===== config.mk =====
export PLATFORM = sky130hd
export DESIGN_NAME = mc_macrocell
export DESIGN_NICKNAME = d
export VERILOG_FILES = /design/src/rtl/mc_pkg.sv /design/src/rtl/mc_term.sv /design/src/rtl/mc_route.sv /design/src/rtl/mc_clksel.sv /design/src/rtl/mc_reg.sv /design/src/rtl/mc_macrocell.sv
export SDC_FILE = /design/constraint.sdc
export NUM_CORES = 1
export LEC_CHECK = 0
export CORE_MARGIN = 3
export CORE_UTILIZATION = 35
export CTS_BUF_LIST = sky130_fd_sc_hd__clkbuf_8 sky130_fd_sc_hd__clkbuf_16
export DETAILED_ROUTE_END_ITERATION = 10
export MAX_ROUTING_LAYER = met4
export PLACE_DENSITY = 0.72
export SKIP_CTS_REPAIR_TIMING = 1
export SLEW_MARGIN = 10
export SYNTH_ARGS = -nofsm -noshare
export SYNTH_HDL_FRONTEND = slang
export SYNTH_HIERARCHICAL = 1
export SYNTH_SLANG_ARGS = --single-unit

===== constraint.sdc =====
create_clock -name clk -period 3.03 [get_ports clk]
set_input_delay 0.303 -clock clk [delete_from_list [all_inputs] [get_ports clk]]
set_output_delay 0.303 -clock clk [all_outputs]
set_load 0.02 [all_outputs]

===== src/rtl/mc_pkg.sv =====
package mc_pkg;

  localparam int ROLE_W   = 3;
  localparam int NUM_GCLK = 2;

  typedef enum logic [2:0] {
    MODE_COMB = 3'd0,
    MODE_D    = 3'd1,
    MODE_T    = 3'd2,
    MODE_JK   = 3'd3,
    MODE_SR   = 3'd4
  } mode_e;

  typedef enum logic [2:0] {
    ROLE_SUM = 3'd0,
    ROLE_AUX = 3'd1,
    ROLE_CLK = 3'd2,
    ROLE_EN  = 3'd3,
    ROLE_PRE = 3'd4,
    ROLE_CLR = 3'd5
  } role_e;

  typedef enum logic [1:0] {
    SRC_GLOBAL = 2'd0,
    SRC_GATED  = 2'd1,
    SRC_ARRAY  = 2'd2
  } clksrc_e;

  // True for the four register modes; any other code bypasses the register.
  function automatic logic is_registered(input logic [2:0] m);
    return (m == MODE_D) || (m == MODE_T) || (m == MODE_JK) || (m == MODE_SR);
  endfunction

  // Next register value from the primary input a, the secondary input b and the current q.
  function automatic logic next_state(input logic [2:0] m, input logic a,
                                      input logic b, input logic q);
    logic nq;
    nq = q;
    case (m)
      MODE_D:  nq = a;
      MODE_T:  nq = q ^ a;
      MODE_JK: begin
        case ({a, b})
          2'b10:   nq = 1'b1;
          2'b01:   nq = 1'b0;
          2'b11:   nq = ~q;
          default: nq = q;
        endcase
      end
      MODE_SR: begin
        case ({a, b})
          2'b10:   nq = 1'b1;
          2'b01:   nq = 1'b0;
          default: nq = q;
        endcase
      end
      default: nq = q;
    endcase
    return nq;
  endfunction

endpackage


===== src/rtl/mc_term.sv =====
module mc_term #(
  parameter int N_IN = 8
) (
  input  logic [N_IN-1:0]   arr_in,
  input  logic [2*N_IN-1:0] lits,
  output logic              pt
);
  logic [N_IN-1:0] lit_ok;

  for (genvar i = 0; i < N_IN; i++) begin : g_lit
    // bit 0 asks for the true form, bit 1 for the complement; both together can never pass
    assign lit_ok[i] = (~lits[2*i] | arr_in[i]) & (~lits[2*i+1] | ~arr_in[i]);
  end

  assign pt = &lit_ok;
endmodule


===== src/rtl/mc_route.sv =====
module mc_route
  import mc_pkg::*;
#(
  parameter int NUM_TERMS = 5
) (
  input  logic [NUM_TERMS-1:0]        pt,
  input  logic [NUM_TERMS*ROLE_W-1:0] roles,
  output logic                        sum_raw,
  output logic                        aux,
  output logic                        arr_clk,
  output logic                        en,
  output logic                        pre,
  output logic                        clr
);
  logic [NUM_TERMS-1:0] hit_sum, hit_aux, hit_clk, hit_en, hit_pre, hit_clr;
  logic [NUM_TERMS-1:0] owns_en;

  for (genvar t = 0; t < NUM_TERMS; t++) begin : g_route
    logic [ROLE_W-1:0] r;
    assign r          = roles[t*ROLE_W +: ROLE_W];
    assign hit_sum[t] = pt[t] & (r == ROLE_SUM);
    assign hit_aux[t] = pt[t] & (r == ROLE_AUX);
    assign hit_clk[t] = pt[t] & (r == ROLE_CLK);
    assign hit_en[t]  = pt[t] & (r == ROLE_EN);
    assign hit_pre[t] = pt[t] & (r == ROLE_PRE);
    assign hit_clr[t] = pt[t] & (r == ROLE_CLR);
    assign owns_en[t] = (r == ROLE_EN);
  end

  assign sum_raw = |hit_sum;
  assign aux     = |hit_aux;
  assign arr_clk = |hit_clk;
  assign en      = (|hit_en) | ~(|owns_en);
  assign pre     = |hit_pre;
  assign clr     = |hit_clr;
endmodule


===== src/rtl/mc_clksel.sv =====
module mc_clksel
  import mc_pkg::*;
(
  input  logic                clk,
  input  logic                rst_n,
  input  logic [NUM_GCLK-1:0] gclk_pin,
  input  logic [NUM_GCLK-1:0] cfg_gpin,
  input  logic [NUM_GCLK-1:0] cfg_ginv,
  input  logic                cfg_gsel,
  input  logic [1:0]          cfg_src,
  input  logic                arr_clk,
  input  logic                en,
  output logic                clk_rise,
  output logic                reg_upd
);
  logic [NUM_GCLK-1:0] gclk;
  logic                lvl, lvl_q;
  logic                use_array;

  for (genvar g = 0; g < NUM_GCLK; g++) begin : g_gclk
    assign gclk[g] = gclk_pin[cfg_gpin[g]] ^ cfg_ginv[g];
  end

  assign use_array = cfg_src[1];
  assign lvl       = use_array ? arr_clk : gclk[cfg_gsel];

  // Previous level starts high so a clock already high at reset release is not an edge.
  always_ff @(posedge clk or negedge rst_n) begin
    if (!rst_n) lvl_q <= 1'b1;
    else        lvl_q <= lvl;
  end

  assign clk_rise = lvl & ~lvl_q;
  assign reg_upd  = clk_rise & (cfg_src != SRC_GATED || en);
endmodule


===== src/rtl/mc_reg.sv =====
module mc_reg
  import mc_pkg::*;
(
  input  logic       clk,
  input  logic       rst_n,
  input  logic [2:0] mode,
  input  logic       upd,
  input  logic       a,
  input  logic       b,
  input  logic       pre,
  input  logic       clr,
  output logic       q
);
  always_ff @(posedge clk or negedge rst_n) begin
    if (!rst_n)   q <= 1'b0;
    else if (clr) q <= 1'b0;
    else if (pre) q <= 1'b1;
    else if (upd) q <= next_state(mode, a, b, q);
  end
endmodule


===== src/rtl/mc_macrocell.sv =====
module mc_macrocell
  import mc_pkg::*;
#(
  parameter int N_IN      = 8,
  parameter int NUM_TERMS = 5
) (
  input  logic                          clk,
  input  logic                          rst_n,
  input  logic [N_IN-1:0]               arr_in,
  input  logic [1:0]                    gclk_pin,
  input  logic                          gclr_n,
  input  logic [NUM_TERMS*2*N_IN-1:0]   cfg_lit,
  input  logic [NUM_TERMS*ROLE_W-1:0]   cfg_role,
  input  logic                          cfg_xor,
  input  logic [2:0]                    cfg_mode,
  input  logic [1:0]                    cfg_clk_src,
  input  logic [1:0]                    cfg_gpin,
  input  logic [1:0]                    cfg_ginv,
  input  logic                          cfg_gsel,
  input  logic                          cfg_gclr_en,
  output logic                          mc_out
);
  localparam int LIT_W = 2 * N_IN;

  // configuration shadow, loaded only while reset is held
  logic [NUM_TERMS*LIT_W-1:0]  lit_q;
  logic [NUM_TERMS*ROLE_W-1:0] role_q;
  logic                        xor_q, gsel_q, gclr_en_q;
  logic [2:0]                  mode_q;
  logic [1:0]                  src_q, gpin_q, ginv_q;

  always_ff @(posedge clk) begin
    if (!rst_n) begin
      lit_q     <= cfg_lit;
      role_q    <= cfg_role;
      xor_q     <= cfg_xor;
      mode_q    <= cfg_mode;
      src_q     <= cfg_clk_src;
      gpin_q    <= cfg_gpin;
      ginv_q    <= cfg_ginv;
      gsel_q    <= cfg_gsel;
      gclr_en_q <= cfg_gclr_en;
    end
  end

  // named internal events
  logic [NUM_TERMS-1:0] pt;
  logic sum_raw, sum_x, aux, arr_clk, en_act, pre_term, clr_term;
  logic clr_act, pre_act, clk_rise, reg_upd, registered, q_state, q_vis;

  for (genvar t = 0; t < NUM_TERMS; t++) begin : g_term
    mc_term #(.N_IN(N_IN)) u_term (
      .arr_in (arr_in),
      .lits   (lit_q[t*LIT_W +: LIT_W]),
      .pt     (pt[t])
    );
  end

  mc_route #(.NUM_TERMS(NUM_TERMS)) u_route (
    .pt      (pt),
    .roles   (role_q),
    .sum_raw (sum_raw),
    .aux     (aux),
    .arr_clk (arr_clk),
    .en      (en_act),
    .pre     (pre_term),
    .clr     (clr_term)
  );

  assign sum_x      = sum_raw ^ xor_q;
  assign clr_act    = clr_term | (gclr_en_q & ~gclr_n);
  assign pre_act    = pre_term;
  assign registered = is_registered(mode_q);

  mc_clksel u_clksel (
    .clk      (clk),
    .rst_n    (rst_n),
    .gclk_pin (gclk_pin),
    .cfg_gpin (gpin_q),
    .cfg_ginv (ginv_q),
    .cfg_gsel (gsel_q),
    .cfg_src  (src_q),
    .arr_clk  (arr_clk),
    .en       (en_act),
    .clk_rise (clk_rise),
    .reg_upd  (reg_upd)
  );

  mc_reg u_reg (
    .clk   (clk),
    .rst_n (rst_n),
    .mode  (mode_q),
    .upd   (reg_upd),
    .a     (sum_x),
    .b     (aux),
    .pre   (pre_act),
    .clr   (clr_act),
    .q     (q_state)
  );

  // asynchronous overrides reach the output without waiting for the register
  assign q_vis  = clr_act ? 1'b0 : (pre_act ? 1'b1 : q_state);
  assign mc_out = registered ? q_vis : sum_x;
endmodule


==> results of run 1 <==
power by group:
group,switching (uW),internal [uW]
combinational,127,233
sequential,65.8,1790
clock,528,562
total,720,2590
per-stage QoR:
stage          setup TNS [ns]   util
2_1_floorplan               0      -
3_3_place_gp           -0.916  0.498
3_5_place_dp            -1.10  0.498
4_1_cts                -0.749  0.520
5_1_grt                     0  0.534
6_report                    0  0.534
worst max-delay path, cell delays in order (launching register included):
cell      delay (ns)
edfxtp_1        0.38
mux2i_2         0.17
nand4_1         0.16
nor2_2          0.14
or2b_4          0.28
nor3_4          0.17
or4_4           0.15
xor2_2          0.16
buf_4           0.15
ha_2            0.18
mux2i_1         0.21
a311oi_1        0.12
o2111a_1        0.28
a211oi_2        0.19
final cells by class:
type | instances | area [um2]
fill | 1002 | 5670
sequential | 109 | 3260
clock buffer | 9 | 225
timing repair buffer | 149 | 1510
clock inverter | 7 | 50.0
tap | 168 | 210
multi-input combinational | 145 | 1220
inverter | 4 | 17.5
state kept, by name, summed over array words and instances (netlist names):
signal	count
gsel_q	1
u_reg/q	1
src_q	2
role_q	15
mode_q	3
u_clksel/lvl_q	1
lit_q	80
ginv_q	2
gpin_q	2
gclr_en_q	1
xor_q	1
worst min path at each step:
stage	to	start
after floorplan	u_reg/q	rst_n
after global placement	u_reg/q	rst_n
after detailed placement	u_reg/q	rst_n
after CTS	u_reg/q	rst_n
after global routing	u_reg/q	rst_n
final	u_reg/q	rst_n
metal layers:
| metal | global-route usage | part of all wire | routed length (um) |
|---|---|---|---|
| met1 | 0.164 | 0.39 | 3780 |
| met3 | 0.0555 | 0.092 | 895 |
| met4 | 0.0549 | 0.017 | 167 |
| met2 | 0.242 | 0.50 | 4840 |
| met5 | - | 0 | 0 |
==> impl_metrics.yaml, run 1 <==
run_status:
  status: "complete, no violations"
cells_and_area:
  syn_to_final_growth_pct: 47.6
  layout_common_cells: "clkdlybuf4s50_1 (111), edfxtp_1 (107), mux2i_1 (42), buf_4 (21), nand2_1 (11)"
  num_antenna_cells: 0
  design_area_um2: 6490
  drive_gt1_frac: 0.156
  layout_commonest_cell: "clkdlybuf4s50_1"
  fin_cells: 591
  nNetsFinal: 540
sta:
  fin_ws_ns: 0.197
  worstMarginPinSlew_ns: 0.587
  finalCriticalPeriod_ns: 2.83
  hold_ws_ns: 0.156
  post-route-period-util: 0.935
  max_freq_mhz: 353
  maxSlewViolCount: 0
  slew_headroom: 0.609
  setup_viol_count_final: 0
  fin_skew_ns: 0.00543
  finalHoldViolations: 0
  rsz0062_at_grt: "no"
logic_synthesis:
  ys_warn_count: 6
  netlist_area_um2: 4400
  syn-num-nets: 380
  syn-instance-count: 258
  avgSynthCellArea_um2: 17.1
global_route:
  grt-ovfl-total: 0
  antenna_found_initial: 0
  grt_pass1_vias: 3072
  grt_pass1_wl_um: 15300
  grt_usage: 0.147
  grt_max_degree: 55
clock_tree:
  clock_latency_ns: 0.35
  tritoncts: "built"
  cts_buffers: 9
  cts_max_path_buffers: 2
  root_buffer: "clkbuf_16"
  ctsHtreeMaxLevel: 3
  cts_sinks: 109
  clkTransAtPathRegs_ns: 0.07
place:
  io_buffer_count: 120
  gp_congestion: 0.802
  dp_hpwl_um: 7350
  place_ws_ns: -0.595
  place_area_um2: 6050
  dp_cells: 571
die:
  die_h_um: 118
  die_w_um: 118
  rows: 40
  core-area_um2: 12200
  pin_count: 121
  dieArea_um2: 14000
  start_util: 0.362
setup_path:
  reg2reg_depth: 13
  critPathCaptureType: "flop"
  cp.arrival_ns: 3.10
  cp-endpoint: "u_reg/q"
  critical_path_class: "flop to flop"
  critPathMaxFanout: 4
  reg2reg_to: "u_reg/q"
  start_kind: "flop"
  crit_required_ns: 3.30
  rrSetupSlack_ns: 0.20
  cp-startpoint: "lit_q[18]"
  worstReg2RegStart: "lit_q[18]"
power:
  power_uw: 3310
  power_density_nw_per_um2: 509
  ir_drop_uv: 366
  leakage_uw: 0.00243
routing:
  remaining_drc_errors: 0
  routedWlPerCell_um: 16.4
  ant_nets: 0
  dr.pass1.iters: 4
  vias: 2835
  drtIter0Drc: 105
  wl_um: 9690
  vias_per_cell: 4.80
worst_hold_path:
  hold_class: "primary input to async pin"
flow_run:
  drv_cap: 0
No activity file was read; power rests on OpenSTA's default activity.
==> run 2: changes to the inputs <==
- CORE_ASPECT_RATIO: not set -> 0.75
==> impl_metrics.yaml, run 2 (synthesis gave the netlist of run 1 again) <==
die:
  dieArea_um2: 14000
  pin_count: 121
  start_util: 0.369
  die_h_um: 103
  rows: 34
  core-area_um2: 11900
  die_w_um: 135
power:
  power_uw: 3400
  power_density_nw_per_um2: 524
  leakage_uw: 0.00242
  ir_drop_uv: 357
sta:
  rsz0062_at_grt: "no"
  finalHoldViolations: 0
  fin_tns_setup_ns: 0
  maxSlewViolCount: 0
  slew_headroom: 0.663
  fin_skew_ns: 0.00397
  finalCriticalPeriod_ns: 2.87
  setup_viol_count_final: 0
  hold_ws_ns: 0.166
  max_freq_mhz: 348
  worstMarginPinSlew_ns: 0.506
  post-route-period-util: 0.948
cells_and_area:
  largest_reg_flops: 80
  fill_cells: 966
  syn_to_final_growth_pct: 47.3
  regMostFlops: "lit_q"
  top_regs: "lit_q x80, role_q x15, mode_q x3"
  layout_commonest_cell: "clkdlybuf4s50_1"
  drive_gt1_frac: 0.167
  fin_cells: 586
  num_antenna_cells: 0
  finish.utilization: 0.544
  nNetsFinal: 541
  layout_common_cells: "clkdlybuf4s50_1 (111), edfxtp_1 (107), mux2i_1 (42), buf_4 (27), nand2_1 (11)"
routing:
  remaining_drc_errors: 0
  vias_per_cell: 4.89
  vias: 2863
  drtIter0Drc: 139
  wl_um: 10400
  ant_nets: 0
  dr.pass1.iters: 4
  routedWlPerCell_um: 17.7
place:
  dp_cells: 567
  gp_congestion: 0.832
  dp_hpwl_um: 7750
  io_buffer_count: 120
clock_tree:
  root_buffer: "clkbuf_16"
  ctsHtreeMaxLevel: 3
  cts_max_path_buffers: 2
  tritoncts: "built"
  clkTransAtPathRegs_ns: 0.07
  cts_sinks: 109
  clock_latency_ns: 0.34
  cts_buffers: 9
run_status:
  status: "complete, no violations"
global_route:
  grt_pass1_vias: 2938
  grt_max_degree: 42
  grt_pass1_wl_um: 15500
  antenna_found_initial: 0
  grt-ovfl-total: 0
  grt_usage: 0.155
setup_path:
  max_stage_delay_ns: 0.43
  cp.arrival_ns: 3.11
  critPathCaptureType: "flop"
  critPathMaxFanout: 3
  cp_slowest_cell: "edfxtp_1"
  crit_required_ns: 3.26
  critical_path_class: "flop to flop"
  worst-path-buf-inv: 2
  start_kind: "flop"
  critPathTopFamily: "simple AND/OR/NAND/NOR gates"
  cp_common_cell: "buf_4"
  critical_path.cell_chain: "mux2i_1, nand4_1, nor2_2, or2b_4, buf_4, nor3b_2, nor3_1, o211ai_1, ha_2, buf_4, and3b_1, o21ai_0, o2111a_1, a211oi_2"
flow_run:
  drv_cap: 0
worst_hold_path:
  hold_class: "primary input to async pin"
run 2: path summary, 6_finish.rpt:
| kind | slack, ns | start | end | cells after the start |
|---|---|---|---|---|
| worst max-delay path | 0.16 | lit_q[20] | u_reg/q | 14 |
| worst min-delay path | 0.17 | rst_n | u_reg/q | 1 |
| worst max register to register | 0.16 | lit_q[20] | u_reg/q | 14 |
| worst min register to register | 0.65 | gclr_en_q | u_reg/q | 3 |
| max in group asynchronous | 2.62 | rst_n | u_clksel/lvl_q | 1 |
| min in group clk | 0.51 | cfg_lit[56] | lit_q[56] | 1 |
run 2: per-layer routing:
metal  up-vias  GRT usage  part of all wire
li1       1373          -                 -
met1      1372      0.199              0.44
met2       108      0.235              0.46
met3        10     0.0585             0.088
met4         0     0.0372            0.0096
met5         -          -                 0
run 2: cell type report:
class / instances / area [um2] / area share
clock inverter: 7 / 75.1 / 0.0116
inverter: 4 / 17.5 / 0.00270
clock buffer: 9 / 225 / 0.0347
tap: 162 / 203 / 0.0313
sequential: 109 / 3260 / 0.503
timing repair buffer: 150 / 1460 / 0.225
multi-input combinational: 145 / 1240 / 0.191
run 2: stage by stage:
step / instance area (um2) / worst slack [ns]
after detailed placement: 6020 / -0.580
after global routing: 6480 / 0.0252
after global placement: 6020 / -0.535
after CTS: 6320 / -0.585
after floorplan: 4400 / 0.199
final: 6480 / 0.156
run 2: report_power, final:
part | internal (uW) | switching (uW) | leakage (uW)
combinational | 226 | 130 | 0.00120
sequential | 1790 | 71.0 | 0.00107
clock | 647 | 534 | 0.000151
total | 2670 | 735 | 0.00242
==> run 3: changes to the inputs <==
- CTS_BUF_LIST: sky130_fd_sc_hd__clkbuf_8 sky130_fd_sc_hd__clkbuf_16 -> not set
- PLACE_DENSITY: 0.72 -> 0.66
- clock period: 3.03 -> 3.7 ns (I/O delays scaled with it)
==> impl_metrics.yaml, run 3 (synthesis gave the netlist of run 1 again) <==
run_status:
  status: "complete, no violations"
sta:
  hold_ws_ns: 0.239
  post-route-period-util: 0.908
  fin_skew_ns: 0.0101
  rsz0062_at_grt: "no"
  slew_headroom: 0.578
  fin_ws_ns: 0.341
  setup_viol_count_final: 0
  finalCriticalPeriod_ns: 3.36
  max_freq_mhz: 298
  finalHoldViolations: 0
  worstMarginPinSlew_ns: 0.633
  maxSlewViolCount: 0
power:
  p_comb_frac: 0.102
  sw_frac_of_total: 0.221
  ir_drop_uv: 237
  p_sw_uw: 598
  p_clk_frac: 0.339
  power_density_nw_per_um2: 436
  sequentialPowerShare: 0.559
  p_int_uw: 2110
  leakage_uw: 0.00229
setup_path:
  reg2reg_to: "u_reg/q"
  critPathCaptureType: "flop"
  worstReg2RegStart: "lit_q[43]"
  crit_required_ns: 3.96
  start_kind: "primary input"
  reg2reg_depth: 13
  critical_path_class: "primary input to flop"
  cp.arrival_ns: 3.62
  critPathMaxFanout: 5
  rrSetupSlack_ns: 0.71
  cp-startpoint: "arr_in[7]"
die:
  die_h_um: 103
  core-area_um2: 11900
  die_w_um: 135
  pin_count: 121
  start_util: 0.369
  dieArea_um2: 14000
  rows: 34
cells_and_area:
  nNetsFinal: 522
  finish.utilization: 0.522
  regMostFlops: "lit_q"
  largest_reg_flops: 80
  multi_input_area_um2: 1130
  layout_common_cells: "clkdlybuf4s50_1 (115), edfxtp_1 (107), mux2i_1 (45), nor2_1 (13), nand2_1 (11)"
  syn_to_final_growth_pct: 41.3
  fill_cells: 1008
  seq_area_um2: 3260
  layout_commonest_cell: "clkdlybuf4s50_1"
  drive_gt1_frac: 0.0840
  top_regs: "lit_q x80, role_q x15, mode_q x3"
global_route:
  grt_max_degree: 61
  grt_pass1_vias: 2859
  grt-ovfl-total: 0
  grt_pass1_wl_um: 14800
  antenna_found_initial: 1
  grt_usage: 0.148
place:
  place_ws_ns: -0.0769
  gp_congestion: 0.873
  dp_hpwl_um: 7340
  io_buffer_count: 120
clock_tree:
  clkTransAtPathRegs_ns: 0.07
  clock_latency_ns: 0.35
  root_buffer: "clkbuf_16"
  tritoncts: "built"
  ctsHtreeMaxLevel: 3
  cts_buffers: 9
  cts_max_path_buffers: 2
  cts_sinks: 109
routing:
  vias: 2718
  remaining_drc_errors: 0
  drtIter0Drc: 127
  ant_nets: 0
  dr.pass1.iters: 4
  vias_per_cell: 4.79
  routedWlPerCell_um: 17.2
  wl_um: 9770
flow_run:
  drv_cap: 0
worst_hold_path:
  hold_class: "primary input to async pin"
-- run 3: cell count changes in the layout (fill, tap and decap cells not counted), moves of 2 or more --
cell / change
buf_4: -18
clkdlybuf4s50_1: +4
nor2_1: +4
nor2_2: -4
dlymetal6s2s_1: -3
mux2i_1: +3
buf_6: -2
clkinv_4: -2
inv_6: +2
mux2i_2: -2
nor4b_1: +2
nor4b_2: -2
nor4bb_1: +2
-- run 3: final cells by class --
class,count,area share
Clock inverter,6,0.00845
Tap cell,162,0.0326
Timing Repair Buffer,131,0.212
Sequential cell,109,0.525
Inverter,4,0.00282
Clock buffer,10,0.0368
Multi-Input combinational cell,145,0.182
Antenna cell,1,0.000402
-- run 3: worst max-delay path by stage --
stage / end / depth (start not counted)
2_1_floorplan: gclr_en_q / 1
3_5_place_dp: u_reg/q / 14
3_3_place_gp: u_reg/q / 13
4_1_cts: mc_out / 11
6_report: u_reg/q / 14
5_1_grt: u_reg/q / 14
-- run 3: power groups by stage --
stage / clock (uW) / combinational, uW / sequential, uW
3_5_place_dp: 0 / 280 / 1540
4_1_cts: 953 / 281 / 1520
3_3_place_gp: 0 / 275 / 1540
5_1_grt: 998 / 298 / 1530
2_1_floorplan: 0 / 99.3 / 1530
6_report: 919 / 276 / 1520
-- run 3: critical path, stage by stage --
cell and delay [ns]:
clkdlybuf4s50_1 0.64, buf_4 0.18, mux2i_1 0.19, nand4_1 0.15, nor2_2 0.21, nor4b_1 0.26, or4_1 0.18, xor2_1 0.21
buf_4 0.18, inv_1 0.05, ha_1 0.22, o311a_2 0.34, o2111a_1 0.26, a211oi_2 0.18
-- run 3: routing by layer --
layer  up-vias  global-route usage  part of all wire  wire [um]
li1       1341                   -                 -          -
met1      1267               0.189              0.45       4440
met2        98               0.222              0.45       4420
met3        12              0.0517             0.081        788
met4         0              0.0465             0.013        127
met5         -                   -                 0          0
-- run 3: metrics by stage --
stage	std cells	instance area, um2	setup TNS, ns	power, uW
6_report	568	6220	0	2710
5_1_grt	568	6220	0	2820
4_1_cts	567	6200	-0.0482	2750
3_5_place_dp	551	5910	-0.0807	1820
3_3_place_gp	551	5910	-0.00574	1820
2_1_floorplan	258	4400	0	1630
